==> config.mk <==
export PLATFORM = sky130hd
export DESIGN_NAME = rot_prio_encoder
export DESIGN_NICKNAME = d
export VERILOG_FILES = /design/src/rtl/ppe_pkg.sv /design/src/rtl/ppe_rotate.sv /design/src/rtl/ppe_first_set.sv /design/src/rtl/ppe_popcount.sv /design/src/rtl/rot_prio_encoder.sv
export SDC_FILE = /design/constraint.sdc
export NUM_CORES = 1
export LEC_CHECK = 0
export ABC_AREA = 1
export CAP_MARGIN = 20
export CORE_MARGIN = 2
export CORE_UTILIZATION = 51
export DETAILED_ROUTE_END_ITERATION = 7
export GPL_TIMING_DRIVEN = 0
export PLACE_DENSITY_LB_ADDON = 0.3
export SLEW_MARGIN = 40
export SYNTH_ARGS = -nofsm -noshare
export SYNTH_HDL_FRONTEND = slang
export SYNTH_HIERARCHICAL = 1
export SYNTH_SLANG_ARGS = --single-unit
==> constraint.sdc <==
create_clock -name clk -period 3.38 [get_ports clk]
set_input_delay 0.338 -clock clk [delete_from_list [all_inputs] [get_ports clk]]
set_output_delay 0.338 -clock clk [all_outputs]
set_load 0.1 [all_outputs]
==> src/rtl/ppe_pkg.sv <==
// Shared definitions for the rotating-priority request encoder.
// Assumes the request count is a power of two or that callers keep
// every operand of wrap_sum below the modulus.
package ppe_pkg;

    // Selects which combinational structure produces the winner index.
    typedef enum logic [0:0] {
        ARCH_ROTATE = 1'b0,  // one rotator, one fixed encoder, one re-map
        ARCH_BANK   = 1'b1   // one fixed encoder per selector value, then a mux
    } arch_e;

    // Circular sum of two positions on a ring of n entries.
    function automatic int wrap_sum(input int a, input int b, input int n);
        return (a + b) % n;
    endfunction

endpackage

==> src/rtl/ppe_rotate.sv <==
// Circular rotator: output bit k takes input bit (k + amt_i) mod N.
// Assumes amt_i < N. Purely combinational.
module ppe_rotate #(
    parameter int N = 8,
    parameter int W = $clog2(N)
) (
    input  logic [N-1:0] vec_i,
    input  logic [W-1:0] amt_i,
    output logic [N-1:0] vec_o
);

    // Route each output bit from its rotated source position.
    always_comb begin
        logic [W-1:0] src;
        vec_o = '0;
        for (int k = 0; k < N; k++) begin
            src      = W'(ppe_pkg::wrap_sum(k, int'(amt_i), N));
            vec_o[k] = vec_i[src];
        end
    end

endmodule

==> src/rtl/ppe_first_set.sv <==
// Fixed priority encoder: reports the lowest set position of vec_i.
// Assumes nothing about the input. pos_o is 0 when no bit is set.
module ppe_first_set #(
    parameter int N = 8,
    parameter int W = $clog2(N)
) (
    input  logic [N-1:0] vec_i,
    output logic         found_o,
    output logic [W-1:0] pos_o
);

    // Scan from the top down so that the lowest set bit is written last.
    always_comb begin
        pos_o = '0;
        for (int k = N - 1; k >= 0; k--) begin
            if (vec_i[k]) pos_o = W'(k);
        end
        found_o = |vec_i;
    end

endmodule

==> src/rtl/ppe_popcount.sv <==
// Population count of an N-bit vector, result width CW.
// Assumes CW can hold the value N. Purely combinational.
module ppe_popcount #(
    parameter int N  = 8,
    parameter int CW = $clog2(N + 1)
) (
    input  logic [N-1:0]  vec_i,
    output logic [CW-1:0] cnt_o
);

    // Add up the set bits one at a time.
    always_comb begin
        cnt_o = '0;
        for (int k = 0; k < N; k++) begin
            cnt_o = cnt_o + CW'(vec_i[k]);
        end
    end

endmodule

==> src/rtl/rot_prio_encoder.sv <==
// Rotating-priority request encoder with an active-request count.
// The line named by floor_sel_i has the lowest priority. Its circular
// successor has the highest. ARCH picks the decision structure, and
// OUT_REG adds one output register stage with a synchronous active-low
// reset. Assumes N_REQ is a power of two so that index arithmetic wraps.
module rot_prio_encoder #(
    parameter int             N_REQ   = 8,
    parameter ppe_pkg::arch_e ARCH    = ppe_pkg::ARCH_ROTATE,
    parameter bit             OUT_REG = 1'b1,
    localparam int            IDX_W   = $clog2(N_REQ),
    localparam int            CNT_W   = $clog2(N_REQ + 1)
) (
    input  logic             clk,
    input  logic             rst_n,
    input  logic [N_REQ-1:0] req_i,
    input  logic [IDX_W-1:0] floor_sel_i,
    output logic [IDX_W-1:0] grant_idx_o,
    output logic             any_req_o,
    output logic [CNT_W-1:0] req_count_o
);

    logic [IDX_W-1:0] win_c;
    logic             any_c;
    logic [CNT_W-1:0] cnt_c;

    ppe_popcount #(.N(N_REQ), .CW(CNT_W)) u_count (
        .vec_i (req_i),
        .cnt_o (cnt_c)
    );

    generate
        if (ARCH == ppe_pkg::ARCH_ROTATE) begin : g_rotate
            logic [IDX_W-1:0] start;
            logic [N_REQ-1:0] rot_vec;
            logic [IDX_W-1:0] rot_pos;
            logic             found;

            // Highest-priority position is one past the floor.
            always_comb start = IDX_W'(ppe_pkg::wrap_sum(int'(floor_sel_i), 1, N_REQ));

            ppe_rotate #(.N(N_REQ), .W(IDX_W)) u_rot (
                .vec_i (req_i),
                .amt_i (start),
                .vec_o (rot_vec)
            );

            ppe_first_set #(.N(N_REQ), .W(IDX_W)) u_enc (
                .vec_i   (rot_vec),
                .found_o (found),
                .pos_o   (rot_pos)
            );

            // Map the rotated position back to the original line index.
            always_comb begin
                any_c = found;
                win_c = found ? IDX_W'(ppe_pkg::wrap_sum(int'(rot_pos), int'(start), N_REQ))
                              : '0;
            end
        end else begin : g_bank
            logic [IDX_W-1:0] bank_win   [N_REQ];
            logic             bank_found [N_REQ];

            for (genvar s = 0; s < N_REQ; s++) begin : g_slot
                localparam int OFS = (s + 1) % N_REQ;
                logic [N_REQ-1:0] slot_vec;
                logic [IDX_W-1:0] slot_pos;

                ppe_rotate #(.N(N_REQ), .W(IDX_W)) u_rot (
                    .vec_i (req_i),
                    .amt_i (IDX_W'(OFS)),
                    .vec_o (slot_vec)
                );

                ppe_first_set #(.N(N_REQ), .W(IDX_W)) u_enc (
                    .vec_i   (slot_vec),
                    .found_o (bank_found[s]),
                    .pos_o   (slot_pos)
                );

                // Re-map this slot's encoded position with its fixed offset.
                always_comb bank_win[s] = bank_found[s]
                    ? IDX_W'(ppe_pkg::wrap_sum(int'(slot_pos), OFS, N_REQ)) : '0;
            end

            // Pick the slot that matches the runtime floor selector.
            always_comb begin
                any_c = bank_found[floor_sel_i];
                win_c = bank_win[floor_sel_i];
            end
        end
    endgenerate

    generate
        if (OUT_REG) begin : g_reg
            // Register the results; a low rst_n at an edge clears them.
            always_ff @(posedge clk) begin
                if (!rst_n) begin
                    grant_idx_o <= '0;
                    any_req_o   <= 1'b0;
                    req_count_o <= '0;
                end else begin
                    grant_idx_o <= win_c;
                    any_req_o   <= any_c;
                    req_count_o <= cnt_c;
                end
            end
        end else begin : g_comb
            // Pass the combinational results straight through.
            always_comb begin
                grant_idx_o = win_c;
                any_req_o   = any_c;
                req_count_o = cnt_c;
            end
        end
    endgenerate

endmodule

==> flow_summary.yaml, run 1 <==
run_status:
  status: "complete, no violations"
synthesis:
  ys_seq_elements: 8
  async_reset_ff_share_pct: 0
  synth_top_family_by_area: "simple AND/OR/NAND/NOR gates"
  yosysMostFrequentCell: "nand2_1"
  ys_warn_count: 6
  yosys.area.top_type_share_pct: 23.90
  synthTopCellsByCount: "nand2_1 (65), nand3_1 (34), inv_1 (33), dfxtp_1 (8), ha_1 (7)"
  synth-simple-area-share_pct: 48.16
  synthDistinctLibCells: 19
  synth_compound_area_share_pct: 1.103
  synth_adder_area_share_pct: 18.38
  synth_flop_cell: "dfxtp_1"
  synthXorXnorAreaFrac_pct: 0
  synthesis.nets: 198
  synthMuxAreaShare_pct: 0
  synthTopCellsByArea: "nand2_1 (24%), nand3_1 (17%), dfxtp_1 (16%)"
  ys_seq_area_share_pct: 15.69
  synth_area_leader_cell: "nand2_1"
  synth_area_mm2: 0.001021
  synth_edf_count: 0
  avgSynthCellArea_um2: 5.902
  synthCells: 173
cells_and_area:
  final_area_mm2: 0.001267
  area_delta_synth_final_pct: 24.14
  diodes: 0
  drive_gt1_share_pct: 15.66
  fin_nets: 225
floorplanning:
  ios: 21
  num_rows: 16
  die_x_um: 48.74
  design.core.area_mm2: 0.001922
  dieArea_mm2: 0.002376
  start_util_pct: 53.12
  die_height_um: 48.74
clock_tree:
  cts-root-buf: "clkbuf_4"
  clkTransAtPathRegs_ns: 0.05
  cts_tree: "yes"
  cts_made_buffers: 3
  cts_num_sinks: 8
  clk_path_buf_depth: 2
  cts_max_level: 1
hold_path:
  min_to: "req_count_o[1]$_SDFF_PN0_"
  hold_depth: 3
  worstHoldPathType: "in -> reg"
  hold_start: "rst_n"
power_and_ir_drop:
  p_seq_share_pct: 19.8
  switchingPower_w: 0.0003201
  p_int_w: 0.0002670
  ir_worst_vdd_v: 0.0002775
  power_leakage_nw: 0.7477
  comb_power_share_pct: 68.4
  pwr-share-clk_pct: 11.9
  swShare_pct: 54.53
  p_per_area_mw_per_mm2: 463.2
critical_path:
  end_kind: "flip-flop"
  worstPathMaxFanout: 6
  critical_path_class: "in -> reg"
  crit_top_cell: "nand2_1"
  required_ns: 3.52
  critPathMaxStageDelay_ns: 0.53
  crit_chain: "clkdlybuf4s50_1 -> ha_4 -> inv_2 -> ha_2 -> inv_2 -> nand3_1 -> nand3_1 -> nand2_1 -> inv_1 -> nand2_1 -> nand2_1 -> nand2_1 -> nand2_1 -> a21oi_1 -> ha_1 -> fa_1 -> inv_1 -> nand2_1 -> nand2_2 -> nand2_1 -> nand2_1 -> nor2_2"
  crit_arrival_ns: 3.22
  start_kind: "primary input"
  crit_path_top_delay_cell: "clkdlybuf4s50_1"
timing:
  hold_viol_final: 0
  min_period_ns: 3.086
  fin_crit_sh_pct: 91.30
  maxSlewHeadroom_pct: 67.76
  rsz0062_at_grt: "false"
  setup_viol: 0
  max_freq_mhz: 324.0
  drv_slew: 0
  worst_slew_pin_slew_ns: 0.4870
  fin_setup_tns_ns: 0
drt:
  drt_iter0_markers: 42
  via_per_inst: 4.942
  drc_errors: 0
  wl_per_cell_um: 10.23
  dr.pass1.iters: 4
  routed_wl_um: 2301
  via_count: 1112
  postRouteAntennaNets: 0
global_route:
  antenna_found_initial: 0
  grt_pass1_vias: 1049
  grt_pass1_wl_um: 4160
  overflow: 0
  grt_usage_pct: 21.45
  grt_max_degree: 10
placed_design:
  place.detailed.hpwl_um: 1889
  io_buffers: 20
  place_area_mm2: 0.001215
  gp_congestion: 0.8726
job:
  maxCapViolations: 0
[how the worst max path moves through the flow]
stage	start	endpoint	slack [ns]	depth (start not counted)
floorplan	floor_sel_i[0]	grant_idx_o[2]$_SDFF_PN0_	0.58	21
global placement	floor_sel_i[0]	grant_idx_o[2]$_SDFF_PN0_	-0.07	22
detailed placement	floor_sel_i[0]	grant_idx_o[2]$_SDFF_PN0_	-0.19	22
CTS	floor_sel_i[0]	grant_idx_o[2]$_SDFF_PN0_	0.06	22
global route	floor_sel_i[0]	grant_idx_o[2]$_SDFF_PN0_	0.02	22
finish	floor_sel_i[0]	grant_idx_o[2]$_SDFF_PN0_	0.29	22
[repair_timing]
item / 4_1_cts / 5_1_grt
hold buffers: 0 / 0
setup buffers: 0 / 2
endpoints found under the hold margin: 0 / 0
gates resized for setup: 0 / 5
setup endpoints to repair: 0 / 2
[layer usage]
metal | global-route usage (%) | wire, µm
met1 | 26.21 | 966
met2 | 39.73 | 1223
met3 | 1.543 | 105
met5 | 0 | 0
met4 | 6.667 | 6
[power by group through the flow]
stage	sequential [W]	combinational, W	clock [W]
finish	0.000116	0.000401	0.0000696
floorplan	0.000253	0.000184	0
global route	0.000118	0.000445	0.0000770
detailed placement	0.000118	0.000393	0
CTS	0.000116	0.000394	0.0000726
global placement	0.000119	0.000396	0
[through the flow]
| step | worst slack (ns) | hold WS, ns | total power [W] | util, % | std cells |
|---|---|---|---|---|---|
| 2_1_floorplan | 0.5790 | 0.4315 | 0.0004368 | - | 173 |
| 3_3_place_gp | -0.07147 | 0.9977 | 0.0005144 | 65.30 | 220 |
| 3_5_place_dp | -0.1888 | 0.8883 | 0.0005108 | 63.22 | 220 |
| 4_1_cts | 0.06374 | 0.7355 | 0.0005833 | 64.39 | 223 |
| 5_1_grt | 0.02040 | 0.7981 | 0.0006406 | 65.95 | 225 |
| 6_report | 0.2940 | 0.7406 | 0.0005871 | 65.95 | 225 |
[state kept, by name, indices dropped and copies added (netlist names)]
register	flops
any_req_o	1
grant_idx_o	3
req_count_o	4
[layout make-up]
cell class	count	area, µm²
buffer	2	22.52
fill	191	654.4
clock buffer	3	22.52
multi-input combinational	126	705.7
sequential	8	160.2
timing repair buffer	22	175.2
tap	27	33.78
inverter	37	147.6
[logic make-up after synthesis]
family | count (synthesis)
and+or+nand+nor | 112
buffers and inverters | 39
adders and majority gates | 12
DFF | 8
AOI/OAI and AO/OA | 2
[critical path, delay by kind of cell]
family	cells	cell delay, ns
AND/OR/NAND/NOR	12	0.77
buffers and inverters	5	0.90
adder cells (fa/ha/maj)	4	1.14
AO/OA/AOI/OAI	1	0.06
[layout by cell type (no fill, tap or decap)]
master	instances
inv_4	1
inv_1	31
clkinv_2	1
nor2_2	1
clkdlybuf4s50_1	12
clkbuf_4	3
fa_1	5
buf_2	8
dfxtp_1	8
inv_2	3
a31oi_1	1
ha_4	1
buf_4	2
buf_6	2
a21oi_1	1
ha_2	1
nor2_1	3
nor3_2	1
nand4_1	1
ha_1	5
nand3_1	34
nand2_1	65
nand2_2	6
inv_6	1
or2_1	1
No activity file was read; power rests on OpenSTA's default activity.
==> run 2, diff against run 1 <==
--- a/config.mk
+++ b/config.mk
@@ -10,6 +10,7 @@
 export CORE_MARGIN = 2
 export CORE_UTILIZATION = 51
 export DETAILED_ROUTE_END_ITERATION = 7
+export GPL_ROUTABILITY_DRIVEN = 0
 export GPL_TIMING_DRIVEN = 0
 export PLACE_DENSITY_LB_ADDON = 0.3
 export SLEW_MARGIN = 40
==> results of run 2 <==
The final DEF is identical to that of run 1; final timing and power are the same.
==> run 3, diff against run 2 <==
--- a/config.mk
+++ b/config.mk
@@ -9,6 +9,7 @@
 export CAP_MARGIN = 20
 export CORE_MARGIN = 2
 export CORE_UTILIZATION = 51
+export CTS_CLUSTER_SIZE = 20
 export DETAILED_ROUTE_END_ITERATION = 7
 export GPL_ROUTABILITY_DRIVEN = 0
 export GPL_TIMING_DRIVEN = 0
==> results of run 3 <==
The final DEF is identical to that of run 1; final timing and power are the same.
